--- config.mk ---
export PLATFORM = sky130hd
export DESIGN_NAME = rx_ring_writer
export DESIGN_NICKNAME = d
export VERILOG_FILES = /design/src/rtl/rxr_pkg.sv /design/src/rtl/rxr_regs.sv /design/src/rtl/rxr_status_fmt.sv /design/src/rtl/rxr_seq.sv /design/src/rtl/rx_ring_writer.sv
export SDC_FILE = /design/constraint.sdc
export NUM_CORES = 1
export LEC_CHECK = 0
export ABC_AREA = 1
export BUFFER_PORTS_ARGS = -buffer_cell sky130_fd_sc_hd__buf_4
export CAP_MARGIN = 40
export CORE_MARGIN = 5
export CORE_UTILIZATION = 55
export DETAILED_ROUTE_END_ITERATION = 10
export PLACE_DENSITY = 0.85
export SYNTH_ARGS = -nofsm -noshare
export SYNTH_HDL_FRONTEND = slang
export SYNTH_SLANG_ARGS = --single-unit
export TNS_END_PERCENT = 20
--- constraint.sdc ---
create_clock -name clk_i -period 7.3 [get_ports clk_i]
set_input_delay 0.365 -clock clk_i [delete_from_list [all_inputs] [get_ports clk_i]]
set_output_delay 0.365 -clock clk_i [all_outputs]
set_load 0.03 [all_outputs]
--- src/rtl/rxr_pkg.sv ---
package rxr_pkg;
  localparam int unsigned LEN_W     = 11;
  localparam int unsigned ERR_BIT   = 23;
  localparam int unsigned RANGE_BIT = 26;
  localparam int unsigned IRQ_BIT   = 31;

  localparam logic [2:0] RA_RING = 3'd0;
  localparam logic [2:0] RA_STAT = 3'd1;
  localparam logic [2:0] RA_CNT  = 3'd2;
  localparam logic [2:0] RA_PROD = 3'd3;
  localparam logic [2:0] RA_CONS = 3'd4;

  typedef enum logic [3:0] {
    S_IDLE, S_RD_PTR, S_RD_CTL, S_WAIT, S_DATA, S_ST0, S_ST1, S_ADV, S_DROP
  } seq_state_e;
endpackage

--- src/rtl/rxr_regs.sv ---
module rxr_regs
  import rxr_pkg::*;
#(
  parameter int unsigned DW    = 32,
  parameter int unsigned IDX_W = 8
) (
  input  logic             clk_i,
  input  logic             rst_ni,
  input  logic             reg_we_i,
  input  logic [2:0]       reg_addr_i,
  input  logic [DW-1:0]    reg_wdata_i,
  output logic [DW-1:0]    reg_rdata_o,
  input  logic             adv_i,
  output logic [DW-1:0]    ring_base_o,
  output logic [DW-1:0]    stat_base_o,
  output logic [IDX_W-1:0] prod_o,
  output logic [IDX_W-1:0] cons_o,
  output logic [IDX_W-1:0] prod_next_o
);
  localparam int unsigned PAD_W = DW - IDX_W;

  logic [DW-1:0]    ring_q, stat_q;
  logic [IDX_W-1:0] cnt_q, prod_q, cons_q;

  assign prod_next_o = (prod_q == cnt_q) ? '0 : prod_q + 1'b1;

  always_ff @(posedge clk_i or negedge rst_ni) begin
    if (!rst_ni) begin
      ring_q <= '0;
      stat_q <= '0;
      cnt_q  <= '0;
      prod_q <= '0;
      cons_q <= '0;
    end else begin
      if (reg_we_i) begin
        case (reg_addr_i)
          RA_RING: ring_q <= reg_wdata_i;
          RA_STAT: stat_q <= reg_wdata_i;
          RA_CNT:  cnt_q  <= reg_wdata_i[IDX_W-1:0];
          RA_CONS: cons_q <= reg_wdata_i[IDX_W-1:0];
          default: ;
        endcase
      end
      if (adv_i) prod_q <= prod_next_o;
    end
  end

  always_comb begin
    case (reg_addr_i)
      RA_RING: reg_rdata_o = ring_q;
      RA_STAT: reg_rdata_o = stat_q;
      RA_CNT:  reg_rdata_o = {{PAD_W{1'b0}}, cnt_q};
      RA_PROD: reg_rdata_o = {{PAD_W{1'b0}}, prod_q};
      RA_CONS: reg_rdata_o = {{PAD_W{1'b0}}, cons_q};
      default: reg_rdata_o = '0;
    endcase
  end

  assign ring_base_o = ring_q;
  assign stat_base_o = stat_q;
  assign prod_o      = prod_q;
  assign cons_o      = cons_q;

  a_r7_wrap: assert property (@(posedge clk_i) disable iff (!rst_ni)
    (adv_i && prod_q == cnt_q) |=> (prod_q == '0));

  a_r2_prod_read_only: assert property (@(posedge clk_i) disable iff (!rst_ni)
    (reg_we_i && reg_addr_i == RA_PROD && !adv_i) |=> $stable(prod_q));
endmodule

--- src/rtl/rxr_status_fmt.sv ---
module rxr_status_fmt
  import rxr_pkg::*;
#(
  parameter int unsigned DW     = 32,
  parameter int unsigned SZ_W   = 12,
  parameter int unsigned LEN_CW = 16
) (
  input  logic [LEN_CW-1:0] total_i,
  input  logic [SZ_W-1:0]   size_i,
  input  logic              err_i,
  output logic [DW-1:0]     word_o,
  output logic              trunc_o
);
  logic [LEN_CW-1:0] stored;
  logic [LEN_W-1:0]  stored_m1;

  assign trunc_o   = total_i > LEN_CW'(size_i);
  assign stored    = trunc_o ? LEN_CW'(size_i) : total_i;
  assign stored_m1 = LEN_W'(stored - 1'b1);

  always_comb begin
    word_o            = '0;
    word_o[LEN_W-1:0] = stored_m1;
    word_o[ERR_BIT]   = err_i;
    word_o[RANGE_BIT] = trunc_o;
  end
endmodule

--- src/rtl/rxr_seq.sv ---
module rxr_seq
  import rxr_pkg::*;
#(
  parameter int unsigned DW     = 32,
  parameter int unsigned IDX_W  = 8,
  parameter int unsigned SZ_W   = 12,
  parameter int unsigned LEN_CW = 16
) (
  input  logic              clk_i,
  input  logic              rst_ni,
  input  logic              in_valid_i,
  input  logic [DW-1:0]     in_data_i,
  input  logic              in_last_i,
  input  logic [1:0]        in_last_bytes_i,
  input  logic              in_err_i,
  output logic              in_ready_o,
  input  logic [DW-1:0]     ring_base_i,
  input  logic [DW-1:0]     stat_base_i,
  input  logic [IDX_W-1:0]  prod_i,
  input  logic              full_i,
  output logic              adv_o,
  output logic              mem_req_o,
  output logic              mem_we_o,
  output logic [DW-1:0]     mem_addr_o,
  output logic [DW-1:0]     mem_wdata_o,
  input  logic [DW-1:0]     mem_rdata_i,
  input  logic [DW-1:0]     stat_word_i,
  output logic [LEN_CW-1:0] total_o,
  output logic [SZ_W-1:0]   size_o,
  output logic              err_o,
  output logic              irq_o,
  output logic              overflow_o
);
  localparam int unsigned ENTRY_SH = 3;
  localparam int unsigned BEAT_B   = DW / 8;

  seq_state_e        state_q;
  logic [DW-1:0]     ptr_q;
  logic [LEN_W-1:0]  size_m1_q;
  logic              irq_req_q;
  logic [LEN_CW-1:0] off_q, total_q;
  logic              err_q;

  logic [DW-1:0] desc_addr, stat_addr;
  logic [SZ_W-1:0] size;
  logic in_range;

  assign desc_addr = ring_base_i + (DW'(prod_i) << ENTRY_SH);
  assign stat_addr = stat_base_i + (DW'(prod_i) << ENTRY_SH);
  assign size      = {1'b0, size_m1_q} + 1'b1;
  assign in_range  = off_q < LEN_CW'(size);

  assign size_o  = size;
  assign total_o = total_q;
  assign err_o   = err_q;

  always_comb begin
    mem_req_o   = 1'b0;
    mem_we_o    = 1'b0;
    mem_addr_o  = '0;
    mem_wdata_o = '0;
    adv_o       = 1'b0;
    irq_o       = 1'b0;
    case (state_q)
      S_RD_PTR: begin mem_req_o = 1'b1; mem_addr_o = desc_addr; end
      S_RD_CTL: begin mem_req_o = 1'b1; mem_addr_o = desc_addr + DW'(BEAT_B); end
      S_DATA: begin
        mem_req_o   = in_valid_i && in_range;
        mem_we_o    = 1'b1;
        mem_addr_o  = ptr_q + DW'(off_q);
        mem_wdata_o = in_data_i;
      end
      S_ST0: begin
        mem_req_o = 1'b1; mem_we_o = 1'b1;
        mem_addr_o = stat_addr; mem_wdata_o = stat_word_i;
      end
      S_ST1: begin
        mem_req_o = 1'b1; mem_we_o = 1'b1;
        mem_addr_o = stat_addr + DW'(BEAT_B);
      end
      S_ADV: begin adv_o = 1'b1; irq_o = irq_req_q; end
      default: ;
    endcase
  end

  assign in_ready_o = (state_q == S_DATA) || (state_q == S_DROP);
  assign overflow_o = (state_q == S_DROP) && in_valid_i && in_last_i;

  always_ff @(posedge clk_i or negedge rst_ni) begin
    if (!rst_ni) begin
      state_q   <= S_IDLE;
      ptr_q     <= '0;
      size_m1_q <= '0;
      irq_req_q <= 1'b0;
      off_q     <= '0;
      total_q   <= '0;
      err_q     <= 1'b0;
    end else begin
      case (state_q)
        S_IDLE: if (in_valid_i) begin
          off_q   <= '0;
          state_q <= full_i ? S_DROP : S_RD_PTR;
        end
        S_RD_PTR: state_q <= S_RD_CTL;
        S_RD_CTL: begin ptr_q <= mem_rdata_i; state_q <= S_WAIT; end
        S_WAIT: begin
          size_m1_q <= mem_rdata_i[LEN_W-1:0];
          irq_req_q <= mem_rdata_i[IRQ_BIT];
          state_q   <= S_DATA;
        end
        S_DATA: if (in_valid_i) begin
          off_q <= off_q + LEN_CW'(BEAT_B);
          if (in_last_i) begin
            total_q <= off_q + LEN_CW'(in_last_bytes_i) + 1'b1;
            err_q   <= in_err_i;
            state_q <= S_ST0;
          end
        end
        S_ST0:  state_q <= S_ST1;
        S_ST1:  state_q <= S_ADV;
        S_ADV:  state_q <= S_IDLE;
        S_DROP: if (in_valid_i && in_last_i) state_q <= S_IDLE;
        default: state_q <= S_IDLE;
      endcase
    end
  end

  a_r5_len_capped: assert property (@(posedge clk_i) disable iff (!rst_ni)
    (state_q == S_ST0) |-> (SZ_W'(stat_word_i[LEN_W-1:0]) < size));

  a_r8_drop_silent: assert property (@(posedge clk_i) disable iff (!rst_ni)
    (state_q == S_DROP) |-> !mem_req_o);

  a_r9_irq_after_status: assert property (@(posedge clk_i) disable iff (!rst_ni)
    irq_o |-> $past(state_q == S_ST1));

  a_r7_single_advance: assert property (@(posedge clk_i) disable iff (!rst_ni)
    adv_o |=> !adv_o);
endmodule

--- src/rtl/rx_ring_writer.sv ---
module rx_ring_writer
  import rxr_pkg::*;
#(
  parameter int unsigned DW     = 32,
  parameter int unsigned IDX_W  = 8,
  parameter int unsigned LEN_CW = 16
) (
  input  logic          clk_i,
  input  logic          rst_ni,
  input  logic          reg_we_i,
  input  logic [2:0]    reg_addr_i,
  input  logic [DW-1:0] reg_wdata_i,
  output logic [DW-1:0] reg_rdata_o,
  input  logic          in_valid_i,
  input  logic [DW-1:0] in_data_i,
  input  logic          in_last_i,
  input  logic [1:0]    in_last_bytes_i,
  input  logic          in_err_i,
  output logic          in_ready_o,
  output logic          mem_req_o,
  output logic          mem_we_o,
  output logic [DW-1:0] mem_addr_o,
  output logic [DW-1:0] mem_wdata_o,
  input  logic [DW-1:0] mem_rdata_i,
  output logic          irq_o,
  output logic          overflow_o
);
  localparam int unsigned SZ_W = LEN_W + 1;

  logic [DW-1:0]     ring_base, stat_base, stat_word;
  logic [IDX_W-1:0]  prod, cons, prod_next;
  logic              adv, full, trunc, err;
  logic [LEN_CW-1:0] total;
  logic [SZ_W-1:0]   size;

  assign full = (prod_next == cons);

  rxr_regs #(.DW(DW), .IDX_W(IDX_W)) u_regs (
    .clk_i, .rst_ni, .reg_we_i, .reg_addr_i, .reg_wdata_i, .reg_rdata_o,
    .adv_i(adv), .ring_base_o(ring_base), .stat_base_o(stat_base),
    .prod_o(prod), .cons_o(cons), .prod_next_o(prod_next)
  );

  rxr_status_fmt #(.DW(DW), .SZ_W(SZ_W), .LEN_CW(LEN_CW)) u_fmt (
    .total_i(total), .size_i(size), .err_i(err),
    .word_o(stat_word), .trunc_o(trunc)
  );

  rxr_seq #(.DW(DW), .IDX_W(IDX_W), .SZ_W(SZ_W), .LEN_CW(LEN_CW)) u_seq (
    .clk_i, .rst_ni, .in_valid_i, .in_data_i, .in_last_i, .in_last_bytes_i,
    .in_err_i, .in_ready_o, .ring_base_i(ring_base), .stat_base_i(stat_base),
    .prod_i(prod), .full_i(full), .adv_o(adv), .mem_req_o, .mem_we_o,
    .mem_addr_o, .mem_wdata_o, .mem_rdata_i, .stat_word_i(stat_word),
    .total_o(total), .size_o(size), .err_o(err), .irq_o, .overflow_o
  );

  a_r6_range_bit_tracks_trunc: assert property (@(posedge clk_i) disable iff (!rst_ni)
    (mem_req_o && mem_we_o && mem_wdata_o == stat_word && adv == 1'b0 && !in_ready_o && trunc)
      |-> mem_wdata_o[RANGE_BIT]);
endmodule

Yosys cells after proc, flatten, opt, wreduce, memory -nomap -nowiden
Index checks and enable logic that the tools add are counted.

Register bits: 169. Input bits: 107. Output and inout port bits: 101. Word-level logic and storage cells: 78.

$add $sub $neg: 11. Order comparisons: 2. Equal/unequal tests: 18. Mux-type cells: 18. Reduce and logical (&&, ||, !) cells: 17.

Operator list (count): $pmux W32 S5 (2); $add A32 B11 Y32 (2); $add A32 B3 Y32 const B (2); $pmux W32 S2 (1); $add A32 B16 Y32 (1); $mux W16 (2); $pmux W16 S2 (1); $pmux W4 S8 (1); $mux W4 (5); $add A16 B1 Y16 const B (1); $add A16 B2 Y16 (1); $add A16 B3 Y16 const B (1); $eq A4 B3 Y1 const B (4); $eq A8 B8 Y1 (2); $gt A16 B12 Y1 (1); $lt A16 B12 Y1 (1); $add A11 B1 Y12 const B (1); $mux W11 (1); $sub A11 B1 Y11 const B (1); $add A8 B1 Y8 const B (1); $eq A4 B2 Y1 const B (2); $mux W8 (1); $ne A2 B2 Y1 const B (4); $reduce_and A2 Y1 (4); 16 further kinds (23).

Depth between registers and ports, before layout
Depth in word-level cells: 6. Gate-level depth with buffers: 24.

By module
A second synthesis with hierarchy kept.

Cell total of the unflattened synthesis: 2497. Area total of the unflattened synthesis: 15597.5 um2.

Modules (own cells, without submodules): rxr_seq (times used 1, cells each 1790, area each 10259.8 um2); rxr_regs (times used 1, cells each 493, area each 4161.5 um2); rxr_status_fmt (times used 1, cells each 170, area each 1011.0 um2); rx_ring_writer (times used 1, cells each 44, area each 165.2 um2).

Least setup slack after synthesis
OpenSTA, ideal clock, no wires.

Kind: reg2out. Start: register u_seq.size_m1_q[0]. End: output mem_wdata_o[2]. Arrival: 3450 ps. Required time: 6935 ps. Path slack: 3485 ps. Stages on the path, launching flop included: 20. Buffers on the path: 1. Cell sequence: dfrtp_1 > ha_1 > clkbuf_1 > nand3_1 > o31ai_1 > o21a_1 > inv_1 > ha_1 > inv_1 > nor2_1 > nand3_2 > nor2_4 > nand2_2 > nand2_4 > nand2_4 > nand2_1 > nand2_1 > ha_1 > xor2_1 > o21ai_0.

Longest elaborated chain between the ends: 5.

RTL lines: start: declaration (RTL line rxr_seq.sv:39) `logic [LEN_W-1:0] size_m1_q;`; start signal: assignment (RTL line rxr_seq.sv:107) `size_m1_q <= mem_rdata_i[LEN_W-1:0];`; $add A11 B1 Y12 * (RTL line rxr_seq.sv:50) `assign size = {1'b0, size_m1_q} + 1'b1;`; $gt A16 B12 Y1 (RTL line rxr_status_fmt.sv:17) `assign trunc_o = total_i > LEN_CW'(size_i);`; $mux W11 * (RTL line rxr_status_fmt.sv:18) `assign stored = trunc_o ? LEN_CW'(size_i) : total_i;`; $sub A11 B1 Y11 * (RTL line rxr_status_fmt.sv:19) `assign stored_m1 = LEN_W'(stored - 1'b1);`; $pmux W32 S2 * (RTL line rxr_seq.sv:64) `case (state_q)`; end: declaration (RTL line rx_ring_writer.sv:23) `output logic [DW-1:0] mem_wdata_o,`.

Every way passes the cells marked *; elsewhere a longest branch is shown, timed or not.

Worst setup path after layout
Start: register u_seq.size_m1_q[0]. End: output mem_wdata_o[10].

The elaborated chain is that of the path after synthesis.

==> metrics.md <==
| Metric | Value |
|---|---|
| Status | `completed` |
| CP startpoint kind | `flip-flop` |
| 1st-iter DRT viols | `slightly above 2000` |
| Worst path arrival time | `4200 ps` |
| Fmax | `0.219 GHz` |
| Cell mode on critical path | `nand2_1` |
| Final Hold Violating Endpoints | `0` |
| CP max-delay cell | `dfrtp_1` |
| Syn Nets | `2428` |
| DRC Markers | `0` |
| Clk_lat worst skew | `between 400 and 500 ps` |
| CP Cell Sequence | `ha_1, nand3_1, o31ai_1, o21a_1, inv_1, ha_1, inv_1, nor2_1, nand3_2, nor2_4, nand3_4, nand2_4, nand2_1, nand2_1, ha_1, nand3_2, nor2_4, nand3_1, nand2_1, nand3_1, nand2_1, buf_4` |
| Yosys top cell by area | `dfrtp_1` |
| Total CTS buffers | `17` |
| Worst Max-Slew Pin Slew | `913 ps` |
| Worst setup EP type | `primary output` |
| Worst r2r dst | `u_seq.state_q[0]` |
| Max Buffers Root-to-Sink | `2` |
| Core Region | `roughly 0.025 sq mm` |
| Delay-heaviest family, CP | `simple AND/OR/NAND/NOR gates` |
| H-tree depth reported by CTS | `4` |
| # resized after CTS | `0` |
| Synthesis warning total | `0` |
| Buffers and inverters on the worst path | `3` |
| Ports | `208` |
| Vias/cell | `between 5 and 6` |
| Synth unique cells | `53` |
| Pwr Total | `roughly 6.4 mW` |
| Syn avg cell area | `~6.3 sq um` |
| Post-synth top area share | `29.3%` |
| Grt total ovfl | `0` |
| Dpl hpwl | `slightly above 40 mm` |
| CP peak stage delay | `460 ps` |
| Commonest cells post-synth | `nand2_1, inv_1, o21ai_0, nand3_1, nor2_1` |
| Hold Crit Class | `primary input to flip-flop` |
| Number of global-route vias before repair | `around 16000` |
| Setup violators final | `0` |
| All-layer global routing usage | `35.6%` |
| Gp weighted congestion | `1.00` |
| 1st-pass router iterations | `8` |
| WL final | `52.5 mm` |
| Top cells by area, synth | `dfrtp_1, nand2_1, inv_1` |
| Die area | `0.0292 sq mm` |
| First-pass GRT wire length | `82.8 mm` |
| DIE WIDTH | `171 um` |
| Post-synth ARST share | `100%` |
| Top_reg_cell synth | `dfrtp_1` |
| Rel. slew slack | `between 30% and 40%` |
| Min-delay src | `mem_rdata_i[30]` |
| Critical path class | `flip-flop to primary output` |
| Cell count after synthesis | `around 2300` |
| CTS tree | `built` |
| Largest net degree at the start of global routing | `63` |
| Worst path depth | `22` |
| WL per Instance | `18.8 um` |
| RSZ-0062 raised after global routing | `false` |
| Worst-path clk slew | `80 ps` |
| FP Rows | `58` |
| Final min period | `approximately 4600 ps` |
| Cell Area, Synth | `0.0142 sq mm` |
| Cell depth of the worst flop-to-flop path | `10` |
| # nets final | `2610` |
| Vias | `16400` |
| Max-slew violations | `0` |
| Worst hold path cell count | `3` |
| Peak supply drop | `0.230 mV` |
| Reg2reg setup slack | `4530 ps` |
| Total clock sinks | `167` |
| Yosys reg bits | `167` |
| P_leak | `8.54 nW` |
| Critical path required time | `6930 ps` |
| Root buffer cell | `clkbuf_16` |
| Hold Slack | `117 ps` |
| Die height | `171 um` |
| Power per cell area | `385 mW/mm^2` |
| Max Fanout on Critical Path | `16` |
| Fraction of layout cells with a size suffix above 1 | `13.0%` |
| Sequential area share after synthesis | `29.3%` |
| Initial Util | `56.2%` |
| WHS Endpoint | `u_seq.ptr_q[30]` |
| Final period utilization | `a little over three fifths` |
| EDFF count, synth | `0` |
| IO buf count | `207` |
| Initial antenna violation count | `1` |
| Post-route ant nets | `0` |
| Setup TNS | `0 ps` |
| Max Cap Viol | `0` |
| Worst r2r src | `u_regs.prod_o[7]` |
| Layout area overhead | `17.5%` |
| Clk_skew | `18.2 ps` |
| Count leader, synth | `nand2_1` |
==> cells by family after synthesis <==
kind of cell	Yosys count	synth area share (%)
adders and majority gates	57	5.11
DFF	167	29.3
and+or+nand+nor	1226	37.3
xor gates and xnor gates	48	2.95
AOI/OAI and AO/OA	380	14.9
buffers and inverters	386	10.4
==> final cells by class <==
class | count | area [sq um]
well taps | 330 | 413
inverters | 327 | 1230
clock buffers | 17 | 425
repair buffers | 222 | 1680
diodes | 1 | 2.50
multi-input cells | 1711 | 8590
fillers | 2273 | 8590
clock inverters | 15 | 214
flip-flops and latches | 167 | 4180
==> cells in the final DEF, fill, tap and decap left out, types with 10 or more instances in the layout <==
master / n
a21oi_1: 64
xor2_1: 33
o21ai_1: 10
nor3_1: 37
inv_1: 322
dfrtp_1: 167
o22ai_1: 35
nand3_1: 206
o21ai_0: 216
nand2_1: 664
nand4_1: 52
xnor2_1: 15
nor2_1: 195
clkbuf_16: 17
buf_4: 219
nand2_2: 19
ha_1: 55
==> flip-flops by register name (all words and copies together), names as in the netlist <==
name                cells
u_seq.ptr_q            32
u_seq.err_o             1
u_seq.total_o          16
u_regs.ring_base_o     32
u_seq.off_q            14
u_seq.size_m1_q        11
u_regs.prod_o           8
u_regs.cons_o           8
u_seq.state_q           4
u_regs.cnt_q            8
u_seq.irq_req_q         1
u_regs.stat_base_o     32
==> layer usage <==
layer | global-route usage [%] | routed length [um] | vias up
met5 | 0 | 0 | -
met3 | 4.23 | 4520 | 146
met2 | 58.3 | 24000 | 907
li1 | - | - | 7755
met1 | 48.9 | 22000 | 7620
met4 | 12.9 | 1950 | 0
==> how the worst max path moves through the flow <==
| stage | startpoint | to | slack, ps |
|---|---|---|---|
| 6_report | u_seq.size_m1_q[0] | mem_wdata_o[10] | 2740 |
| 2_1_floorplan | u_seq.size_m1_q[0] | mem_wdata_o[2] | 3480 |
| 3_3_place_gp | u_seq.state_q[3] | mem_addr_o[19] | 3390 |
| 4_1_cts | u_seq.size_m1_q[0] | mem_wdata_o[10] | 2810 |
| 3_5_place_dp | u_seq.size_m1_q[0] | mem_wdata_o[10] | 3300 |
| 5_1_grt | u_seq.size_m1_q[2] | mem_wdata_o[10] | 2420 |
==> worst reg2reg max path: cells and delay by family (launching register included) <==
family	cells	cell delay, ps
buffers and inverters	1	250
AND/OR/NAND/NOR	6	1500
flip-flops	1	510
XOR/XNOR	1	200
AO/OA/AOI/OAI	2	170
==> repair_timing <==
item	CTS	global route
setup endpoints to repair	0	0
hold endpoints to repair	59	0
setup buffers	0	0
hold buffers	1	0
==> report_power, final <==
group | switching, mW | internal, mW
Sequential | 0.344 | 1.20
Combinational | 2.67 | 1.24
Clock | 0.509 | 0.478
Total | 3.53 | 2.92
==> stage by stage <==
stage | cells | setup WS, ps | cell area, sq um | util, %
5_1_grt | 2790 | 2420 | 16700 | 66.1
3_3_place_gp | 2752 | 3390 | 16000 | 63.4
4_1_cts | 2789 | 2810 | 16700 | 66.1
2_1_floorplan | 2264 | 3480 | 14200 | -
3_5_place_dp | 2756 | 3300 | 16100 | 63.5
6_report | 2790 | 2740 | 16700 | 66.1
(Power assumes the default switching activity.)
